**src/rtl/tmr_pkg.sv**
```systemverilog
package tmr_pkg;
  localparam int BYTE_W = 8;
  localparam int NCH    = 2;
  localparam int ADDR_W = 3;

  localparam logic [ADDR_W-1:0] ADDR_CTRL0  = 3'd0;
  localparam logic [ADDR_W-1:0] ADDR_CTRL1  = 3'd1;
  localparam logic [ADDR_W-1:0] ADDR_MATCH0 = 3'd2;
  localparam logic [ADDR_W-1:0] ADDR_MATCH1 = 3'd3;
  localparam logic [ADDR_W-1:0] ADDR_CFG    = 3'd4;

  typedef enum logic [1:0] {
    FN_TIMER   = 2'd0,
    FN_CAPTURE = 2'd1,
    FN_COMPARE = 2'd2,
    FN_RSVD    = 2'd3
  } fn_e;

  typedef struct packed {
    logic       cap_fall;
    fn_e        fn;
    logic [3:0] clk_sel;
    logic       en;
  } ctrl_t;
endpackage

```
**src/rtl/tmr_prescaler.sv**
```systemverilog
module tmr_prescaler #(
  parameter int PRE_W = 11,
  parameter bit FAST  = 1'b0
) (
  input  logic       clk_i,
  input  logic       rst_ni,
  input  logic       clr_i,
  input  logic [3:0] sel_i,
  input  logic       ext_tick_i,
  output logic       tick_o
);
  logic [PRE_W-1:0] pre_q, mask;
  logic [3:0]       k;
  logic             div_ok, ext_sel;

  always_ff @(posedge clk_i or negedge rst_ni) begin
    if (!rst_ni)    pre_q <= '0;
    else if (clr_i) pre_q <= '0;
    else            pre_q <= pre_q + 1'b1;
  end

  always_comb begin
    k       = '0;
    div_ok  = 1'b0;
    ext_sel = 1'b0;
    if (sel_i <= 4'd10) begin
      k      = sel_i + 4'd1;
      div_ok = 1'b1;
    end else if (sel_i == 4'd15) begin
      ext_sel = 1'b1;
    end else if (FAST) begin
      k      = sel_i - 4'd11;
      div_ok = 1'b1;
    end
    mask = ~({PRE_W{1'b1}} << k);
  end

  assign tick_o = ext_sel ? ext_tick_i : (div_ok && ((pre_q & mask) == mask));
endmodule

```
**src/rtl/tmr_edge_sync.sv**
```systemverilog
module tmr_edge_sync #(
  parameter int STAGES = 2
) (
  input  logic clk_i,
  input  logic rst_ni,
  input  logic d_i,
  input  logic fall_sel_i,
  output logic edge_o
);
  logic [STAGES-1:0] sh_q;
  logic              prev_q, cur;

  assign cur = sh_q[STAGES-1];

  always_ff @(posedge clk_i or negedge rst_ni) begin
    if (!rst_ni) begin
      sh_q   <= '0;
      prev_q <= 1'b0;
    end else begin
      sh_q   <= {sh_q[STAGES-2:0], d_i};
      prev_q <= cur;
    end
  end

  assign edge_o = fall_sel_i ? (prev_q & ~cur) : (cur & ~prev_q);
endmodule

```
**src/rtl/tmr_dual.sv**
```systemverilog
module tmr_dual import tmr_pkg::*; #(
  parameter int PRE_W       = 11,
  parameter int SYNC_STAGES = 2
) (
  input  logic                  clk_i,
  input  logic                  rst_ni,
  input  logic                  wr_en_i,
  input  logic [ADDR_W-1:0]     wr_addr_i,
  input  logic [BYTE_W-1:0]     wr_data_i,
  input  logic [NCH-1:0]        ev_i,
  input  logic [NCH-1:0]        capin_i,
  output logic [2*BYTE_W-1:0]   cnt_o,
  output logic [2*BYTE_W-1:0]   cap_o,
  output logic [NCH-1:0]        irq_o,
  output logic [NCH-1:0]        cmp_o
);
  localparam int W16 = 2 * BYTE_W;
  localparam logic [BYTE_W-1:0] ONE8  = 1;
  localparam logic [W16-1:0]    ONE16 = 1;

  ctrl_t             ctrl_q [NCH];
  ctrl_t             ectl   [NCH];
  logic [BYTE_W-1:0] match_q[NCH];
  logic [BYTE_W-1:0] cnt_q  [NCH];
  logic [BYTE_W-1:0] cnt_d  [NCH];
  logic [BYTE_W-1:0] cap_q  [NCH];
  logic              chain_q, cfg_wr;
  logic [NCH-1:0]    ctrl_wr, hold, tick, ev_rise, cap_ev, irq_d, irq_q, cmp_q;
  logic [W16-1:0]    full_q, match_full;

  assign cfg_wr = wr_en_i && (wr_addr_i == ADDR_CFG);

  always_ff @(posedge clk_i or negedge rst_ni) begin
    if (!rst_ni) begin
      for (int i = 0; i < NCH; i++) begin
        ctrl_q[i]  <= '0;
        match_q[i] <= '1;
      end
      chain_q <= 1'b0;
    end else if (wr_en_i) begin
      case (wr_addr_i)
        ADDR_CTRL0:  ctrl_q[0]  <= ctrl_t'(wr_data_i);
        ADDR_CTRL1:  ctrl_q[1]  <= ctrl_t'(wr_data_i);
        ADDR_MATCH0: match_q[0] <= wr_data_i;
        ADDR_MATCH1: match_q[1] <= wr_data_i;
        ADDR_CFG:    chain_q    <= wr_data_i[0];
        default: ;
      endcase
    end
  end

  for (genvar i = 0; i < NCH; i++) begin : g_ch
    assign ctrl_wr[i] = wr_en_i && (wr_addr_i == ADDR_CTRL0 + ADDR_W'(i));
    // in 16-bit mode the upper half follows channel 0
    assign ectl[i] = (chain_q && (i != 0)) ? ctrl_q[0] : ctrl_q[i];
    assign hold[i] = !ectl[i].en || cfg_wr || ctrl_wr[i] || (chain_q && (|ctrl_wr));

    tmr_prescaler #(.PRE_W(PRE_W), .FAST(i == 1)) u_pre (
      .clk_i(clk_i), .rst_ni(rst_ni), .clr_i(hold[i]),
      .sel_i(ectl[i].clk_sel), .ext_tick_i(ev_rise[i]), .tick_o(tick[i])
    );
    tmr_edge_sync #(.STAGES(SYNC_STAGES)) u_ev (
      .clk_i(clk_i), .rst_ni(rst_ni), .d_i(ev_i[i]),
      .fall_sel_i(1'b0), .edge_o(ev_rise[i])
    );
    tmr_edge_sync #(.STAGES(SYNC_STAGES)) u_cap (
      .clk_i(clk_i), .rst_ni(rst_ni), .d_i(capin_i[i]),
      .fall_sel_i(ectl[i].cap_fall), .edge_o(cap_ev[i])
    );
  end

  assign full_q     = {cnt_q[1], cnt_q[0]};
  assign match_full = {match_q[1], match_q[0]};

  always_comb begin
    for (int i = 0; i < NCH; i++) cnt_d[i] = cnt_q[i];
    irq_d = '0;
    if (chain_q) begin
      if (tick[0]) begin
        if (full_q == match_full) begin
          cnt_d[0] = '0;
          cnt_d[1] = '0;
          irq_d[0] = 1'b1;
        end else begin
          {cnt_d[1], cnt_d[0]} = full_q + ONE16;
        end
      end
    end else begin
      for (int i = 0; i < NCH; i++) begin
        if (tick[i]) begin
          if (cnt_q[i] == match_q[i]) begin
            cnt_d[i] = '0;
            irq_d[i] = 1'b1;
          end else begin
            cnt_d[i] = cnt_q[i] + ONE8;
          end
        end
      end
    end
    for (int i = 0; i < NCH; i++) begin
      if (hold[i]) begin
        cnt_d[i] = '0;
        irq_d[i] = 1'b0;
      end
    end
  end

  always_ff @(posedge clk_i or negedge rst_ni) begin
    if (!rst_ni) begin
      for (int i = 0; i < NCH; i++) begin
        cnt_q[i] <= '0;
        cap_q[i] <= '0;
      end
      irq_q <= '0;
      cmp_q <= '0;
    end else begin
      for (int i = 0; i < NCH; i++) begin
        cnt_q[i] <= cnt_d[i];
        if (irq_d[i] && (ectl[i].fn == FN_COMPARE)) cmp_q[i] <= ~cmp_q[i];
      end
      irq_q <= irq_d;
      if (chain_q) begin
        if (cap_ev[0] && (ectl[0].fn == FN_CAPTURE)) begin
          cap_q[0] <= cnt_q[0];
          cap_q[1] <= cnt_q[1];
        end
      end else begin
        for (int i = 0; i < NCH; i++)
          if (cap_ev[i] && (ectl[i].fn == FN_CAPTURE)) cap_q[i] <= cnt_q[i];
      end
    end
  end

  assign cnt_o = full_q;
  assign cap_o = {cap_q[1], cap_q[0]};
  assign irq_o = irq_q;
  assign cmp_o = cmp_q;
endmodule

```
**config.mk**
```make
export PLATFORM = sky130hd
export DESIGN_NAME = tmr_dual
export DESIGN_NICKNAME = d
export VERILOG_FILES = /design/src/rtl/tmr_pkg.sv /design/src/rtl/tmr_prescaler.sv /design/src/rtl/tmr_edge_sync.sv /design/src/rtl/tmr_dual.sv
export SDC_FILE = /design/constraint.sdc
export NUM_CORES = 1
export LEC_CHECK = 0
export BUFFER_PORTS_ARGS = -buffer_cell sky130_fd_sc_hd__buf_2
export CORE_AREA = 2 2 79 111
export DETAILED_ROUTE_END_ITERATION = 12
export DIE_AREA = 0 0 81 113
export PLACE_DENSITY = 0.84
export REMOVE_ABC_BUFFERS = 1
export SYNTH_ARGS = -nofsm -noshare
export SYNTH_HDL_FRONTEND = slang
export SYNTH_SLANG_ARGS = --single-unit
export TNS_END_PERCENT = 5
```
**constraint.sdc**
```tcl
create_clock -name clk_i -period 7 [get_ports clk_i]
set_input_delay 1.4 -clock clk_i [delete_from_list [all_inputs] [get_ports clk_i]]
set_output_delay 1.4 -clock clk_i [all_outputs]
set_load 0.02 [all_outputs]
```
### After elaboration in Yosys (flattened, before gate mapping)

Index checks and enable logic that the tools add are counted.

| cells by class | value |
|---|---|
| add/sub/neg operators | 8 |
| magnitude comparators | 2 |
| eq/ne operators | 17 |
| shifts and indexed selects | 2 |
| muxes and demuxes | 40 |
| bitwise operators | 18 |
| reductions and logical operators | 30 |

Operators by type and width:

| kind | number |
|---|---|
| 16-bit two-way mux | 5 |
| 8-bit two-way mux | 9 |
| 11-bit by 1-bit adder with 11-bit output (second input constant) | 2 |
| 11-bit bitwise AND | 2 |
| 11-bit equality test | 2 |
| 11-bit two-way mux | 2 |
| 11-bit NOT | 2 |
| 11-bit by 4-bit left shift with 11-bit output (first input constant) | 2 |
| 1-bit two-way mux | 21 |
| 16-bit by 1-bit adder with 16-bit output (second input constant) | 1 |
| 8-bit by 1-bit adder with 8-bit output (second input constant) | 2 |
| 16-bit equality test | 1 |
| 8-bit equality test | 2 |
| 2-bit AND reduction | 7 |
| 4-bit two-way mux | 3 |
| 1-bit logical AND | 10 |
| 4-bit by 1-bit adder with 4-bit output (second input constant) | 2 |
| 4-bit equality test (second input constant) | 2 |
| 4-bit <= comparator (second input constant) | 2 |
| 1-bit NOT | 8 |
| 1-bit bitwise AND | 6 |
| 3-bit by 2-bit equality test with 1-bit output (second input constant) | 2 |
| 1-bit logical OR | 6 |
| 2-bit by 1-bit equality test with 1-bit output (second input constant) | 2 |
| 11 further kinds | 14 |

| storage, ports and cells | value |
|---|---|
| bits in registers | 103 |
| input bits | 18 |
| output and inout bits | 36 |
| word-level logic and storage cells | 145 |

### Longest topological paths before layout

| logic depth | value |
|---|---|
| depth after elaboration | 14 |
| gate-level depth with buffers | 12 |
| depth with buffers taken out | 11 |

### Modules after synthesis

A second synthesis with hierarchy kept.

| second synthesis, totals | value |
|---|---|
| cells, all modules | 482 |
| area total of the unflattened synthesis | 5531.6 um2 |

Modules (own cells, without submodules):

| module | instances | cells each | area an instance (um2) | sequential area each (um2) |
|---|---|---|---|---|
| tmr_dual | 1 | 288 | 3601.0 | 1746.7 |
| tmr_prescaler at g_ch[1].u_pre | 1 | 86 | 800.8 | 275.3 |
| tmr_prescaler at g_ch[0].u_pre | 1 | 84 | 739.5 | 275.3 |
| tmr_edge_sync | 4 | 6 | 97.6 | 75.1 |

### Least setup slack after synthesis

OpenSTA, ideal clock, no wires.

| timing path | value |
|---|---|
| path type | input to register |
| start point | in wr_addr_i[1] |
| end point | reg cnt_q (netlist bit cnt_o[13]) |
| library setup time | 127 ps |
| arrival | 3095 ps |
| slack | 3778 ps |
| stages | 7 |
| buffers on the path | 0 |
| cell sequence | or3b_1 -> nor2_2 -> nor3b_1 -> nand2_1 -> a211oi_4 -> or2_1 -> o32a_2 |

| on the way | value |
|---|---|
| cells in the longest elaborated chain, start to end | 7 |
| elaborated cells on any way between the ends | 15 |

Ends and longest elaborated chain:

| what | line | RTL |
|---|---|---|
| from (decl) | tmr_dual.sv:8 | `input logic [ADDR_W-1:0] wr_addr_i,` |
| 3-bit by 1-bit equality test with 1-bit output (tied with other cells) | tmr_dual.sv:53 | `assign ctrl_wr[i] = wr_en_i && (wr_addr_i == ADDR_CTRL0 + ADDR_W'(i));` |
| 1-bit logical AND, on equally long branches | tmr_dual.sv:53, tmr_dual.sv:31 |  |
| 2-bit OR reduction or 1-bit logical OR (tied branches) | tmr_dual.sv:56 | `assign hold[i] = !ectl[i].en \|\| cfg_wr \|\| ctrl_wr[i] \|\| (chain_q && (\|ctrl_wr));` |
| 1-bit logical AND or 1-bit logical OR (tied branches) | tmr_dual.sv:56 |  |
| 1-bit logical OR (*) | tmr_dual.sv:56 |  |
| 3-bit by 1-bit inequality test with 1-bit output (no line) or 3-bit nonzero test (tied branches) | - |  |
| 2-bit AND reduction (no line) | - |  |
| to (signal, indexed assignment) | tmr_dual.sv:118 | `cnt_q[i] <= cnt_d[i];` |
| to (decl) | tmr_dual.sv:24 | `logic [BYTE_W-1:0] cnt_q [NCH];` |

Every way passes the cells marked *; elsewhere a longest branch is shown, timed or not.
A chain may end at the register's enable or synchronous reset.

### Worst setup path in the final report

| timing path | value |
|---|---|
| start point | reg chain_q |
| end point | reg cnt_q (netlist bit cnt_o[9]) |

| on the way | value |
|---|---|
| cells in the longest elaborated chain, start to end | 12 |
| elaborated cells on any way between the ends | 27 |

Ends and longest elaborated chain:

| what | line | RTL |
|---|---|---|
| from (decl) | tmr_dual.sv:27 | `logic chain_q, cfg_wr;` |
| from (signal assigned) | tmr_dual.sv:46 | `ADDR_CFG: chain_q <= wr_data_i[0];` |
| 8-bit two-way mux | tmr_dual.sv:55 | `assign ectl[i] = (chain_q && (i != 0)) ? ctrl_q[0] : ctrl_q[i];` |
| 4-bit subtractor or 4-bit equality test (tied branches) | tmr_prescaler.sv:32, tmr_prescaler.sv:29 |  |
| 4-bit two-way mux | tmr_prescaler.sv:29 | `end else if (sel_i == 4'd15) begin` |
| 4-bit two-way mux | tmr_prescaler.sv:26 | `if (sel_i <= 4'd10) begin` |
| 11-bit by 4-bit left shift with 11-bit output | tmr_prescaler.sv:35 | `mask = ~({PRE_W{1'b1}} << k);` |
| 11-bit NOT | tmr_prescaler.sv:35 |  |
| 11-bit bitwise AND | tmr_prescaler.sv:38 | `assign tick_o = ext_sel ? ext_tick_i : (div_ok && ((pre_q & mask) == mask));` |
| 11-bit equality test | tmr_prescaler.sv:38 |  |
| 1-bit logical AND | tmr_prescaler.sv:38 |  |
| 1-bit two-way mux | tmr_prescaler.sv:38 |  |
| 3-bit nonzero test (no line) | - |  |
| 2-bit AND reduction (no line) | - |  |

Several ways; a longest one is shown, not always the timed one.

==> flow_summary.ini <==
[outcome]
outcome = complete, no violations

[synthesis]
synthFlopType = dfrtp_1
synth-compound-area-share = 0.101
synthAdderAreaFrac = 0.0224
synth_mux_area_frac = 0.117
synth_area_mm2 = 0.00503
ys_top_cells_by_area = dfrtp_1, mux2_2, dfstp_2
synth_largest_area_cell = dfrtp_1
synth_top_family_by_area = simple AND/OR/NAND/NOR gates
synth_cell_types = 62
synth-warning-count = 0
ys_seq_elements = 103
synth_top_area_frac = 0.433
synthXorXnorAreaFrac = 0.0644
synth_edf_count = 0
syn_area_per_cell_um2 = 11.3
ys_seq_area_frac = 0.516
synthesis.instances = 447
async_flop_share = 1.00
yosys.area_share.simple = 0.159

[final_layout]
fillCellCount = 612
seq_area_mm2 = 0.00260
mostFrequentLayoutCell = dfrtp_1
drive_gt1_frac = 0.288
multiInputGateArea_mm2 = 0.00233
n_antenna_cell = 0
nets = 529
mostFrequentLayoutCells = dfrtp_1, buf_2, mux2_2
syn2layout_area_growth_pct = 13.2
post-route-util = 0.703
final_area_mm2 = 0.00569
finalNonFillerCells = 609

[die]
core_area_mm2 = 0.00810
io_pins = 54
initial_core_util = 0.621
dieArea_mm2 = 0.00915
chipHeight_um = 113
fp.dieW_um = 81
fp-row-count = 39

[clock_network]
htree_levels = 3
ctsLongestPathBuffers = 2
cts_resized = 0
cts.hold.buffers_added = 0
cts_setup_buffers = 0
numCtsBuffers = 9
tritoncts = built
clock-sinks = 103
cts_root_buf = clkbuf_16
clock_latency_ps = 350
clk_pin_slew_ps = 70

[hold_path]
hold_path_class = reg2reg
min_path_cells = 0
min_from = g_ch[1].u_cap.sh_q[0]

[placement]
io_buffers = 53
gp_congestion = 0.811
dp.cells = 593
placed_cell_area_mm2 = 0.00539
dpl.hpwl_um = 7520
dpl_worst_slack_ps = 3330

[timing]
fin_ws_ps = 3500
relSlewSlack = 0.300
finalSetupViolations = 0
tns_ps = 0
fin_crit_sh = 0.501
skew_ps = 7.19
fmax_ghz = 0.285
period_needed_ps = 3500
tightest_slew_ps = 1050
whs_ps = 349
hold_viol = 0
rsz0062_at_grt = false
maxSlewViolCount = 0

[critical_path]
regToRegSetupSlack_ps = 3500
startpoint_type = flop
critPathLaunch = chain_q
required_ps = 7230
critPathMaxStageDelay_ps = 700
critical_path.top_delay_family = compound AO/OA/AOI/OAI gates
cp.arrival_ps = 3740
critPathSlowestCell = dfrtp_1
rr_worst_depth = 10
crit_type = reg2reg
crit_cells = 10
path_buf_inv = 0
crit_chain = mux2_2, ha_1, nor2b_1, o211ai_1, and3b_4, or4_1, a32o_1, a211oi_4, nor2_2, a21o_1
crit_path_end_kind = flop
path_max_fanout = 18
reg2reg_from = chain_q

[detailed_routing]
drc = 0
vias = 3675
wirelength_um = 10900
first_iter_violations = 369
dr.pass1.iters = 5
wl_per_cell_um = 17.8
via_per_inst = 6.03
ant_nets = 0

[power_and_ir_drop]
p_leak_nw = 2.60
power.total_mw = 1.62
ir_drop_mv = 0.213
power_density_mw_per_mm2 = 284

[global_routing]
grt_pass1_wl_um = 17600
grt_use_total = 0.254
globalRoute.totalOverflow = 0
grt_start_max_net_pins = 55
grt_pass1_vias = 3572
antenna_found_initial = 0

[flow_run]
cap_violations = 0
-- final cells by class --
type / count / share of cell area
timing repair buffer: 56 / 0.0510
clock inverter: 6 / 0.0119
inverter: 10 / 0.00659
multi-input combinational: 322 / 0.410
tap: 102 / 0.0224
clock buffer: 10 / 0.0420
sequential: 103 / 0.456
-- final timing paths --
check,to
worst max register to register,cnt_o[9]
worst min register to register,g_ch[1].u_cap.sh_q[1]
min in group asynchronous,g_ch[0].u_ev.prev_q
max in group asynchronous,cap_o[8]
worst max-delay path,cnt_o[9]
worst min-delay path,g_ch[1].u_cap.sh_q[1]
-- sequential cells by signal (all words and copies together) (netlist names) --
register	flops
chain_q	1
cap_o	16
g_ch.u_ev.sh_q	4
ctrl_q	16
g_ch.u_ev.prev_q	2
cnt_o	16
irq_o	2
g_ch.u_pre.pre_q	22
g_ch.u_cap.prev_q	2
g_ch.u_cap.sh_q	4
cmp_o	2
match_full	16
-- report_power, final --
part           switching, mW  internal (mW)  total (mW)
Combinational          0.199          0.157       0.356
Clock                  0.224          0.289       0.513
Sequential            0.0741          0.675       0.749
-- synth_stat cells (all sizes together), types with 2 or more instances --
library cell  count
a21oi            14
a22o              2
a2bb2oi           4
a31oi             8
and2              2
and3              8
and4              2
buf               4
clkbuf            8
dfrtp            87
dfstp            16
ha                9
inv              10
mux2             50
mux2i             2
nand2            27
nand2b           10
nand3            17
nand4             7
nor2             38
nor2b            11
nor3              6
nor3b             6
nor4              6
o211ai            4
o21a              3
o21ai            14
o22ai             3
o31ai             4
o32a              2
or2               2
or3               2
xnor2            17
xor2             20
-- cells by family after synthesis --
group,count (synthesis)
simple gates,152
flops,103
compound gates,72
mux,52
xor+xnor,37
buf+inv,22
fa+ha+maj,9
-- layer usage --
layer / up-vias / GRT usage / wire length [um]
li1: 1715 / - / -
met2: 108 / 0.426 / 5700
met4: 0 / 0.104 / 286
met1: 1828 / 0.330 / 4370
met5: - / 0 / 0
met3: 24 / 0.0351 / 511
Power figures use the tool's default switching activity.
